### src/rtl/spi_phase_seq.sv
module spi_phase_seq #(
  parameter int CNT_W  = 9,
  parameter int ABYTES = 4,
  parameter int UNIT_W = 5,
  parameter int CYC_W  = 8
) (
  input  logic                  clk,
  input  logic                  rst_n,
  input  logic                  start,
  input  logic                  cmd_en,
  input  logic                  addr_en,
  input  logic                  addr_fmt,
  input  logic [1:0]            addr_len,
  input  logic [1:0]            lane_sel,
  input  logic [3:0]            mode,
  input  logic                  token_en,
  input  logic                  token_sel,
  input  logic [CNT_W-1:0]      wr_cnt,
  input  logic [CNT_W-1:0]      rd_cnt,
  input  logic [1:0]            dummy_cnt,
  input  logic [UNIT_W-1:0]     unit_len,
  input  logic [7:0]            cmd_byte,
  input  logic [8*ABYTES-1:0]   addr,
  input  logic                  tx_avail,
  input  logic                  rx_space,
  input  logic                  u_ready,
  output logic                  u_valid,
  output logic [2:0]            u_phase,
  output logic [2:0]            u_lanes,
  output logic                  u_oe,
  output logic [CYC_W-1:0]      u_cycles,
  output logic [7:0]            u_byte,
  output logic                  busy,
  output logic                  xfer_end,
  output logic                  cfg_err
);

  localparam int BW = UNIT_W + 1;
  localparam logic [2:0] PH_IDLE = 3'd0, PH_CMD = 3'd1, PH_ADDR = 3'd2, PH_TOK = 3'd3,
                         PH_WR = 3'd4, PH_RD = 3'd5, PH_DUM = 3'd6;
  localparam logic [2:0] POS_PRE = 3'd0, POS_END = 3'd7;

  logic              r_cmd_en, r_addr_en, r_fmt, r_tok_en, r_tok_sel;
  logic [1:0]        r_alen, r_lane, r_dum;
  logic [3:0]        r_mode;
  logic [CNT_W-1:0]  r_wr, r_rd, cnt, limit;
  logic [UNIT_W-1:0] r_len;
  logic [7:0]        r_cmd;
  logic [8*ABYTES-1:0] r_addr;
  logic [2:0]        pos, nxt, cur_ph;
  logic [7:0]        pres;
  logic [5:0]        segs;
  logic              tok_on, bad, last, acc;

  function automatic logic [5:0] seg_tbl(input logic [3:0] m);
    case (m)
      4'd1: seg_tbl = 6'b000001;
      4'd2: seg_tbl = 6'b000010;
      4'd3: seg_tbl = 6'b001001;
      4'd4: seg_tbl = 6'b000110;
      4'd5: seg_tbl = 6'b101101;
      4'd6: seg_tbl = 6'b011110;
      4'd8: seg_tbl = 6'b000111;
      4'd9: seg_tbl = 6'b001011;
      default: seg_tbl = 6'b000000;
    endcase
  endfunction

  function automatic logic [2:0] kind_ph(input logic [1:0] k);
    case (k)
      2'd1: kind_ph = PH_WR;
      2'd2: kind_ph = PH_RD;
      2'd3: kind_ph = PH_DUM;
      default: kind_ph = PH_IDLE;
    endcase
  endfunction

  assign segs   = seg_tbl(r_mode);
  assign tok_on = r_tok_en && (segs[1:0] == 2'd2 || segs[3:2] == 2'd2 || segs[5:4] == 2'd2);
  assign pres   = {1'b0, segs[5:4] != 2'd0, segs[3:2] != 2'd0, segs[1:0] != 2'd0,
                   tok_on, r_addr_en, r_cmd_en, 1'b0};
  assign bad    = mode == 4'd0 || mode > 4'd9 || lane_sel == 2'd3 ||
                  (mode == 4'd7 && !cmd_en && !addr_en);

  always_comb begin
    nxt = POS_END;
    for (int p = 6; p >= 1; p--)
      if (3'(p) > pos && pres[p]) nxt = 3'(p);
  end

  always_comb begin
    case (pos)
      3'd1: cur_ph = PH_CMD;
      3'd2: cur_ph = PH_ADDR;
      3'd3: cur_ph = PH_TOK;
      3'd4: cur_ph = kind_ph(segs[1:0]);
      3'd5: cur_ph = kind_ph(segs[3:2]);
      3'd6: cur_ph = kind_ph(segs[5:4]);
      default: cur_ph = PH_IDLE;
    endcase
  end

  logic [2:0]       dlanes, alanes, ashift;
  logic [BW-1:0]    ubits, per_unit;
  logic [1:0]       aidx;

  assign dlanes   = 3'd1 << r_lane;
  assign ashift   = r_fmt ? {1'b0, r_lane} : 3'd0;
  assign alanes   = 3'd1 << ashift;
  assign ubits    = BW'(r_len) + BW'(1);
  assign per_unit = ubits >> r_lane;
  assign aidx     = r_alen - cnt[1:0];

  assign u_phase = busy ? cur_ph : PH_IDLE;
  assign u_oe    = u_phase inside {PH_CMD, PH_ADDR, PH_TOK, PH_WR};
  assign u_valid = busy && pos != POS_PRE &&
                   !(cur_ph == PH_WR && !tx_avail) && !(cur_ph == PH_RD && !rx_space);
  assign acc     = u_valid && u_ready;

  always_comb begin
    u_lanes  = 3'd1;
    u_cycles = CYC_W'(8);
    u_byte   = 8'h00;
    limit    = '0;
    case (u_phase)
      PH_CMD:  u_byte = r_cmd;
      PH_ADDR: begin
        u_lanes = alanes; u_cycles = CYC_W'(4'd8 >> ashift);
        u_byte = r_addr[{aidx, 3'b000} +: 8]; limit = CNT_W'(r_alen);
      end
      PH_TOK: begin
        u_lanes = alanes; u_cycles = CYC_W'(4'd8 >> ashift);
        u_byte = r_tok_sel ? 8'h69 : 8'h00;
      end
      PH_WR:  begin u_lanes = dlanes; u_cycles = CYC_W'(per_unit); limit = r_wr; end
      PH_RD:  begin u_lanes = dlanes; u_cycles = CYC_W'(per_unit); limit = r_rd; end
      PH_DUM: begin
        u_lanes = dlanes;
        u_cycles = CYC_W'(per_unit) * CYC_W'({1'b0, r_dum} + 3'd1);
      end
      default: u_cycles = '0;
    endcase
  end

  assign last = cnt == limit;

  always_ff @(posedge clk or negedge rst_n) begin
    if (!rst_n) begin
      busy <= 1'b0; xfer_end <= 1'b0; cfg_err <= 1'b0;
      pos <= POS_PRE; cnt <= '0;
      r_cmd_en <= 1'b0; r_addr_en <= 1'b0; r_fmt <= 1'b0; r_tok_en <= 1'b0; r_tok_sel <= 1'b0;
      r_alen <= '0; r_lane <= '0; r_dum <= '0; r_mode <= '0;
      r_wr <= '0; r_rd <= '0; r_len <= '0; r_cmd <= '0; r_addr <= '0;
    end else begin
      xfer_end <= 1'b0;
      cfg_err  <= 1'b0;
      if (!busy) begin
        if (start) begin
          if (bad) cfg_err <= 1'b1;
          else begin
            busy <= 1'b1; pos <= POS_PRE; cnt <= '0;
            r_cmd_en <= cmd_en; r_addr_en <= addr_en; r_fmt <= addr_fmt;
            r_tok_en <= token_en; r_tok_sel <= token_sel; r_alen <= addr_len;
            r_lane <= lane_sel; r_dum <= dummy_cnt; r_mode <= mode;
            r_wr <= wr_cnt; r_rd <= rd_cnt; r_len <= unit_len;
            r_cmd <= cmd_byte; r_addr <= addr;
          end
        end
      end else if (pos == POS_PRE || (acc && last)) begin
        cnt <= '0;
        if (nxt == POS_END) begin
          busy <= 1'b0; xfer_end <= 1'b1;
        end else pos <= nxt;
      end else if (acc) cnt <= cnt + 1'b1;
    end
  end

  AST_IDLE_NO_UNIT: assert property (@(posedge clk) disable iff (!rst_n) u_valid |-> busy);
  AST_END_WITH_FALL: assert property (@(posedge clk) disable iff (!rst_n)
    xfer_end |-> (!busy && $past(busy)));
  AST_DUMMY_HIZ: assert property (@(posedge clk) disable iff (!rst_n)
    (u_phase == PH_DUM || u_phase == PH_RD) |-> !u_oe);
  AST_ERR_STAYS_IDLE: assert property (@(posedge clk) disable iff (!rst_n) cfg_err |-> !busy);
  AST_WR_NEEDS_TX: assert property (@(posedge clk) disable iff (!rst_n)
    (u_valid && u_phase == PH_WR) |-> tx_avail);
  AST_RD_NEEDS_RX: assert property (@(posedge clk) disable iff (!rst_n)
    (u_valid && u_phase == PH_RD) |-> rx_space);
  AST_HOLD_OFFER: assert property (@(posedge clk) disable iff (!rst_n)
    (u_valid && !u_ready) |=> ($stable(u_phase) && $stable(u_byte) && $stable(u_cycles)));

endmodule

### config.mk
export PLATFORM = sky130hd
export DESIGN_NAME = spi_phase_seq
export DESIGN_NICKNAME = d
export VERILOG_FILES = /design/src/rtl/spi_phase_seq.sv
export SDC_FILE = /design/constraint.sdc
export NUM_CORES = 1
export LEC_CHECK = 0
export BUFFER_PORTS_ARGS = -buffer_cell sky130_fd_sc_hd__buf_4
export CORE_ASPECT_RATIO = 1.1
export CORE_MARGIN = 2
export CORE_UTILIZATION = 56
export DETAILED_ROUTE_END_ITERATION = 10
export GPL_TIMING_DRIVEN = 0
export PLACE_DENSITY = 0.79
export SLEW_MARGIN = 0
export SYNTH_ARGS = -nofsm -noshare
export SYNTH_HDL_FRONTEND = slang
export SYNTH_SLANG_ARGS = --single-unit
### constraint.sdc
create_clock -name clk -period 4.2 [get_ports clk]
set_input_delay 0.42 -clock clk [delete_from_list [all_inputs] [get_ports clk]]
set_output_delay 0.42 -clock clk [all_outputs]
set_load 0.02 [all_outputs]
# Word-level counts from Yosys, hierarchy flattened
# Memory sizes are Yosys's and may differ from the RTL's.
# Index checks and enable logic that the tools add are counted.
[op_classes]
bitwise_logic = 2
multipliers = 1
n_mux = 38
add_sub_neg = 4
shift = 5
eq_ne = 31
order_cmp = 7
reduce_logical = 42
[ops]
columns = ["cell", "count"]
rows = [
  ["9-bit 2-to-1 mux", 5],
  ["8-bit one-hot mux with 4 select lines", 1],
  ["32-bit by 6-bit variable part select with 8-bit output", 1],
  ["3-bit 2-to-1 mux", 10],
  ["3-bit == test, second input constant", 9],
  ["3-bit one-hot mux with 3 select lines", 3],
  ["9-bit one-hot mux with 3 select lines", 1],
  ["8-bit one-hot mux with 3 select lines", 1],
  ["3-bit one-hot mux with 6 select lines", 1],
  ["1-bit logical AND", 16],
  ["2-bit == test, second input constant", 7],
  ["3-bit by 2-bit == test with 1-bit output, second input constant", 4],
  ["1-bit 2-to-1 mux", 12],
  ["9-bit by 1-bit adder with 9-bit output, second input constant", 1],
  ["9-bit == test", 1],
  ["3-bit greater-than comparator, first input constant", 3],
  ["6-bit by 3-bit multiplier with 8-bit output", 1],
  ["2-bit nonzero test", 4],
  ["4-bit by 2-bit right shift with 8-bit output, first input constant", 1],
  ["7-bit 2-to-1 mux", 1],
  ["5-bit by 1-bit adder with 6-bit output, second input constant", 1],
  ["2-bit by 1-bit == test with 1-bit output, second input constant", 3],
  ["3-bit by 1-bit == test with 1-bit output, second input constant", 2],
  ["2-bit by 3-bit greater-than comparator with 1-bit output, first input constant", 2],
  ["other kinds (23)", 39],
]
[totals]
ff_bits = 93
rom_bits = 96
wordCells = 150
input_bits = 84
n_memories = 1
out_inout_bits = 27
[mem_list]
columns = ["name", "words", "width", "rd", "rd_clocked_by_memory_dff", "write_ports", "line_no", "text"]
rows = [
  ["(no name shown)", 16, 6, 1, 0, 0, "56", "case (m)"],
]

# Logic depth before layout (Yosys ltp)
# Gate-level depths: netlist of run 1.
# An unclocked memory read counts as a cell.
[depth]
ltp_word = 14
depth_mapped = 16
depth_no_buf = 16

# Worst setup path after synthesis of run 1
# Ideal clock, no wire load.
[synth_path]
kind = "register to output"
start = "register r_lane[0]"
end = "output port u_cycles[7]"
n_path_buf = 2
arrival_ns = 3.201
required_time_ns = 3.780
stages_incl_launch_ff = 15
path_slack_ns = 0.579
cell_sequence = "dfrtp_1 > clkbuf_1 > clkbuf_1 > o21ai_0 > o21ai_0 > nand2_1 > fa_1 > inv_1 > ha_1 > a21o_1 > a21o_1 > a21o_1 > a21oi_1 > xnor2_1 > nor2_1"
[synth_via]
elab_chain_len = 3
word_cells_on_any_way = 5
classes_between = "1 x mul; 2 x shift; 2 x mux"
[synth_rtl]
columns = ["item", "line_no", "text"]
rows = [
  ["start, declared", "44", "logic [1:0] r_alen, r_lane, r_dum;"],
  ["start signal, assigned", "164", "r_lane <= lane_sel; r_dum <= dummy_cnt; r_mode <= mode;"],
  ["6-bit by 2-bit right shift with 6-bit output / 2-bit 2-to-1 mux (equally long branches)", "111, 108", ""],
  ["6-bit by 3-bit multiplier with 8-bit output / 4-bit by 2-bit right shift with 8-bit output (equally long branches)", "139, 128, 132", ""],
  ["8-bit one-hot mux with 4 select lines *", "125", "case (u_phase)"],
  ["end, declared", "31", "output logic [CYC_W-1:0] u_cycles,"],
]
# Every way passes the cells marked *; elsewhere a longest branch is shown, timed or not.

# Worst setup path in the final report of run 1
[layout_path]
start = "register r_len[1]"
end = "output port u_cycles[7]"
[layout_via]
elab_chain_len = 4
[layout_rtl]
columns = ["item", "line_no", "text"]
rows = [
  ["start, declared", "47", "logic [UNIT_W-1:0] r_len;"],
  ["start signal, assigned", "165", "r_wr <= wr_cnt; r_rd <= rd_cnt; r_len <= unit_len;"],
  ["5-bit by 1-bit adder with 6-bit output", "110", "assign ubits = BW'(r_len) + BW'(1);"],
  ["6-bit by 2-bit right shift with 6-bit output", "111", "assign per_unit = ubits >> r_lane;"],
  ["6-bit by 3-bit multiplier with 8-bit output", "139", "u_cycles = CYC_W'(per_unit) * CYC_W'({1'b0, r_dum} + 3'd1);"],
  ["8-bit one-hot mux with 4 select lines", "125", ""],
]
# Every way passes these cells.

==> results of run 1 <==
-- worst register-to-register path: cells and delay by family, from the launching register on --
| kind | cells | cell delay, ns |
|---|---|---|
| compound gates | 8 | 1.85 |
| mux | 2 | 0.60 |
| buf+inv | 3 | 0.53 |
| flops | 1 | 0.50 |
| fa+ha+maj | 1 | 0.31 |
-- how the worst min path moves through the flow --
stage / start / endpoint / slack (ns) / cells past startpoint
after global routing: addr[5] / r_addr[5] / 0.29 / 2
after CTS: cmd_byte[2] / r_cmd[2] / 0.29 / 2
after detailed placement: r_addr[13] / r_addr[13] / 0.49 / 1
final: rst_n / r_wr[4] / 0.29 / 1
after global placement: r_addr[19] / r_addr[19] / 0.48 / 1
after floorplan: rst_n / busy / 0.12 / 0
-- layout make-up --
| class | count | share of cell area (%) |
|---|---|---|
| timing repair buffer | 118 | 12.29 |
| clock buffer | 9 | 3.080 |
| multi-input combinational | 408 | 46.01 |
| clock inverter | 7 | 1.112 |
| sequential | 93 | 31.84 |
| buffer | 29 | 1.882 |
| tap | 143 | 2.447 |
| inverter | 26 | 1.335 |
-- logic make-up after synthesis --
logic type / Yosys count
AOI/OAI and AO/OA: 120
buffers and inverters: 56
and+or+nand+nor: 160
muxes: 94
xor gates and xnor gates: 13
DFF: 93
adders and majority gates: 21
-- metal layers --
metal,global-route usage (%),wire [um]
met1,36.37,6191
met2,45.22,7472
met3,5.738,1047
met4,8.649,293
met5,0,0
-- through the flow --
stage / worst slack, ns / TNS (ns) / hold slack, ns / instances
4_1_cts: 0.03341 / 0 / 0.2930 / 826
6_report: 0.1297 / 0 / 0.2860 / 833
5_1_grt: -0.1424 / -0.2156 / 0.2924 / 833
3_3_place_gp: -0.3078 / -2.346 / 0.4824 / 810
2_1_floorplan: 0.5790 / 0 / 0.1244 / 557
3_5_place_dp: -0.3965 / -3.295 / 0.4874 / 810
-- Yosys cell counts, drive strengths merged (3+ instances only) --
cell     number  area, um2
o2bb2ai       6      52.55
a22o          5      43.79
a22oi         8      60.06
nor2b         4      25.02
a2111oi       4      53.81
a211oi        5      37.54
nand3b        3      22.52
nor2         24      90.09
ha           16      200.2
nand4         5      31.28
fa            5      100.1
xnor2         8      70.07
or2           3      18.77
nand2b       11      68.82
mux2i         5      50.05
nor3          9      50.05
and3          3      18.77
and2          6      37.54
o21bai        6      45.04
a21o         13      97.59
nor3b         8      60.06
a21oi        21      108.9
mux2         81      915.9
or4           5      37.54
o211a         4      40.04
buf          16      86.34
o21ai        24      131.4
nand2        48      180.2
xor2          5      43.79
inv          26      97.59
o31a          3      26.28
nand3        20      100.1
clkbuf       14      52.55
mux4          8      180.2
dfrtp        93       2327
-- power by group --
part	internal [W]	total, W	leakage (nW)	switching (W)
registers	0.00134	0.00170	1.12	0.000360
logic	0.00182	0.00393	2.16	0.00211
clock network	0.000470	0.000838	0.152	0.000369
-- registers in the layout, summed over array words and instances (netlist names), 2 cells and up --
register and flops:
r_rd 9, pos 3, r_len 5, r_dum 2, r_lane 2, r_mode 4, r_wr 9, r_alen 2
r_addr 32, r_cmd 8, cnt 9
-- timing repair --
item	in CTS	in global routing
buffers inserted	0	8
pin swaps	0	4
gates resized for setup	9	8
endpoints found under the setup margin	12	25
==> run metrics, run 1 <==
outcome finished clean; Synth Area in XOR/XNOR under 10%; core region area 10,300 um2; critical path launch point type register; reg2reg end pos[1]; DRC 0; Syn Nets 662; Worst Skew 0.006869 ns; Yosys cell types 71; # Max-Cap Violations 0; syn_area_per_cell 10.53 um2; initial antenna violation count 0; Final Util ~71%; Tmin final between 4 and 5 ns; first-pass GRT wire length 24.33 mm; area of the multi-input gates 3364 um2; Max FO, Critical Path 4; Final #Nets 790; Largest delay share family, worst path adder cells; crit-path cells ha_1 > nand3_1 > xor2_1 > mux2i_1 > nand2_1 > o21ai_2 > nand2_1 > fa_1 > inv_1 > ha_1 > a21o_1 > a21o_1 > a21o_1 > a21oi_1 > xnor2_1 > nor2_1 > buf_4; initial DRC count 370; total number of vias between 4k and 5k; top_reg_cell synth dfrtp_1; total chip power 0.006470 W; Crit path depth 17; Longest Clk Path Bufs 2; synth warn 0; largest net degree at the start of global routing 94; post-synthesis mux area share ~20%; CP dominant cell by count a21o_1; final setup vio count 0; largest family of logic cells by synthesized area multiplexers; hpwl dp ~11 mm; CP Launch Point r_len[1]; initial core utilization 56.96%; Reg2Reg Launch Point r_mode[0]; Layout Area Growth over Synthesis 24.69%; number of global-route vias before repair 4,953; Die ar. between 10,000 and 15,000 um2; Fill cells 742; Post-Synth Simple-Gate Area between 10% and 20%; adder-cell share of the synthesized area under 10%; static leakage between 3 and 4 nW; Critical Path AT 3.65 ns; HP Class in2async; IO Pins 111; Synth Area in Compound Gates 15.47%; Final Max Slew Viols 0; Post-DP Area 6869 um2; Worst EP required 3.78 ns; r2r worst-path depth 14; Die X 101.6 um; Worst Path Buf+Inv 2; Rows 39; clk_lat worst skew between 0.3 and 0.4 ns; RSZ-0062 raised after global routing true; Seq/Total Area, Yosys between 30% and 40%; FMAX 245.7 MHz; GR Overflow Total 0; clock root cell clkbuf_16; period utilisation layout 96.91%; CP Capture Type primary output; DRT antenna net count 0; routability congestion estimate around 0.9; Critical path destination u_cycles[7]; CTS tree yes; share of cells above drive strength 1 36.81%; Rel. slew slack 22.17%; Total Wirelength 15.01 mm; Mapped Cells 557; CTS Hold Bufs 0; CP peak stage delay 0.52 ns; Diodes inserted 0; H-tree Lvls 3; critical path type reg2out; Sink Count 93; routed len/inst 18.01 um; Post-synth EDFFs 0; cts bufs inserted 9; Die Y-Extent ~110 um; drt pass-1 iters 5; IO buf count 110; Syn Std Cell Area 5864 um2; Total GRT Usage between 20% and 30%; slowest CP cell fa_1; clk slew on worst S/H paths roughly 0.07 ns; vias per inst 5.828; commonest non-fill, non-tap cell in the layout buf_4; worst ir drop on vdd between 0.4 and 0.5 mV; Async S/R FF share, synth 100.0%; final hold vios 0; Worst Tran Pin Value 1.167 ns; cell area after layout 7312 um2; PD cells 884.8 nW/um2; register area 2328 um2; #FFs+latches synth 93; most frequent cells in the layout buf_4 (118), dfrtp_1 (92), mux2_2 (79); R2R setup slack ~0.3 ns
(Power assumes the default switching activity.)
==> run 2: changes to the inputs <==
CELL_PAD_IN_SITES_DETAIL_PLACEMENT = 1   (was not set)
CELL_PAD_IN_SITES_GLOBAL_PLACEMENT = 1   (was not set)
CORE_UTILIZATION = 44   (was 56)
PLACE_DENSITY = 0.8   (was 0.79)
==> run metrics, run 2 (synthesized netlist as in run 1, its figures left out) <==
critical path type reg2out; number of global-route vias before repair 5,477; FMAX 249.5 MHz; Rel. slew slack slightly below 20%; DRC 0; Reg2Reg Launch Point r_mode[0]; most frequent cells in the layout buf_4 (118), dfrtp_1 (91), mux2_2 (79); Total Wirelength 18.13 mm; H-tree Lvls 3; DRT antenna net count 0; Worst Hold Launch addr[8]; static leakage 3.413 nW; IO Pins 111; total number of vias 4,970; slowest CP cell fa_1; Diodes inserted 0; Worst Tran Pin Value 1.205 ns; # Max-Cap Violations 0; Worst EP required 3.78 ns; Final #Nets 790; CP dominant cell by count a21o_1; Layout Area Growth over Synthesis 25.67%; critical path launch point type register; share of cells above drive strength 1 37.97%; Max FO, Critical Path 4; Tmin final 4.007 ns; Critical Path AT 3.59 ns; clk_lat worst skew 0.35 ns; largest net degree at the start of global routing 94; r2r worst-path depth 13; crit-path cells and3_4 > xor2_2 > nor2_1 > a21oi_2 > inv_1 > o22ai_4 > nand2b_1 > fa_1 > inv_1 > ha_1 > a21o_1 > a21o_1 > a21o_1 > a21oi_2 > xnor2_1 > nor2_1 > buf_4; Die Y-Extent between 100 and 150 um; initial antenna violation count 0; Sink Count 93; cts bufs inserted 9; placed cell count 828; worst min-delay path endpoint r_addr[8]; hold path depth 2; initial DRC count 250; outcome finished clean; Rows 44; first-pass GRT wire length 28.70 mm; HP Class in2reg; routability congestion estimate 0.8331; CP peak stage delay 0.48 ns; final hold vios 0; PD cells roughly 900 nW/um2; routed len/inst 21.30 um; vias per inst 5.840; CP Capture Type primary output; core region area 13,100 um2; max reg flops 32; GR Overflow Total 0; period utilisation layout around 95%; final setup vio count 0; Worst Skew between 0.01 and 0.015 ns; Longest Clk Path Bufs 2; commonest non-fill, non-tap cell in the layout buf_4; reg2reg end pos[1]; worst ir drop on vdd 0.3420 mV; hpwl dp 13.09 mm; CTS tree yes; R2R setup slack ~0.22 ns; Final Max Slew Viols 0; clk slew on worst S/H paths 0.08 ns; Total GRT Usage around 26%; Die ar. about 14,000 um2; hold slack just under 0.3 ns; drt pass-1 iters 5; Reg with most FFs r_addr; clock root cell clkbuf_16; initial core utilization roughly 45%; IO buf count 110; Die X 114.1 um; Final TNS setup 0 ns; Cell Count, Final, Fillers Out 851
-- run 2: cell count changes in the layout (fill, tap and decap cells not counted), moves of 2 or more --
cell | previous run | this run
a21oi_1 | 19 | 17
clkinv_4 | 3 | 0
clkinvlp_4 | 0 | 3
nand3_1 | 20 | 18
nand3_2 | 0 | 2
-- run 2: worst max path at each step --
stage / start / cells after the start / end
6_report: r_len[1] / 17 / u_cycles[7]
5_1_grt: r_len[1] / 17 / u_cycles[7]
3_3_place_gp: r_mode[0] / 11 / u_byte[7]
3_5_place_dp: r_mode[0] / 12 / u_byte[3]
2_1_floorplan: r_lane[0] / 14 / u_cycles[7]
4_1_cts: r_len[2] / 17 / u_cycles[7]
-- run 2: worst max-delay path, delay by kind of cell (launching register included) --
kind                     cells  cell delay [ns]
flip-flops                   1             0.42
AND/OR/NAND/NOR              4             0.46
XOR/XNOR                     2             0.30
AO/OA/AOI/OAI                6             0.96
adder cells (fa/ha/maj)      2             0.77
buffers and inverters        3             0.32
-- run 2: final cells by class --
| class | instances | area [um2] |
|---|---|---|
| Tap cell | 161 | 201.4 |
| Timing Repair Buffer | 118 | 898.4 |
| Sequential cell | 93 | 2330 |
| Clock buffer | 10 | 239.0 |
| Clock inverter | 6 | 51.30 |
| Buffer | 29 | 140.1 |
| Multi-Input combinational cell | 408 | 3412 |
| Fill cell | 1462 | 5733 |
| Inverter | 26 | 97.59 |
-- run 2: timing repair --
| item | 4_1_cts | 5_1_grt |
|---|---|---|
| pin swaps | 1 | 7 |
| setup endpoints to repair | 12 | 24 |
| setup buffers | 0 | 8 |
| gates resized for setup | 12 | 16 |
| hold buffers | 0 | 0 |
-- run 2: power by group --
| part | switching [W] | internal [W] |
|---|---|---|
| Sequential | 0.000400 | 0.00134 |
| Clock | 0.000384 | 0.000426 |
| Combinational | 0.00227 | 0.00185 |
-- run 2: metrics by stage --
| step | power (W) | setup WS (ns) | instance area, um2 | utilization (%) |
|---|---|---|---|---|
| floorplan | 0.004332 | 0.5790 | 5864 | - |
| global placement | 0.005332 | -0.2970 | 6892 | 52.60 |
| detailed placement | 0.005564 | -0.4511 | 6892 | 52.60 |
| CTS | 0.006523 | 0.0007487 | 7231 | 55.19 |
| global route | 0.007104 | -0.02395 | 7370 | 56.25 |
| finish | 0.006663 | 0.1927 | 7370 | 56.25 |
-- run 2: layer usage --
layer  vias to the layer above  GRT usage [%]  wire [um]
met5                         -              0          0
met4                         0          9.541        427
met3                        28          5.235        931
met2                       124          45.80       9418
met1                      2531          30.51       7349
li1                       2287              -          -
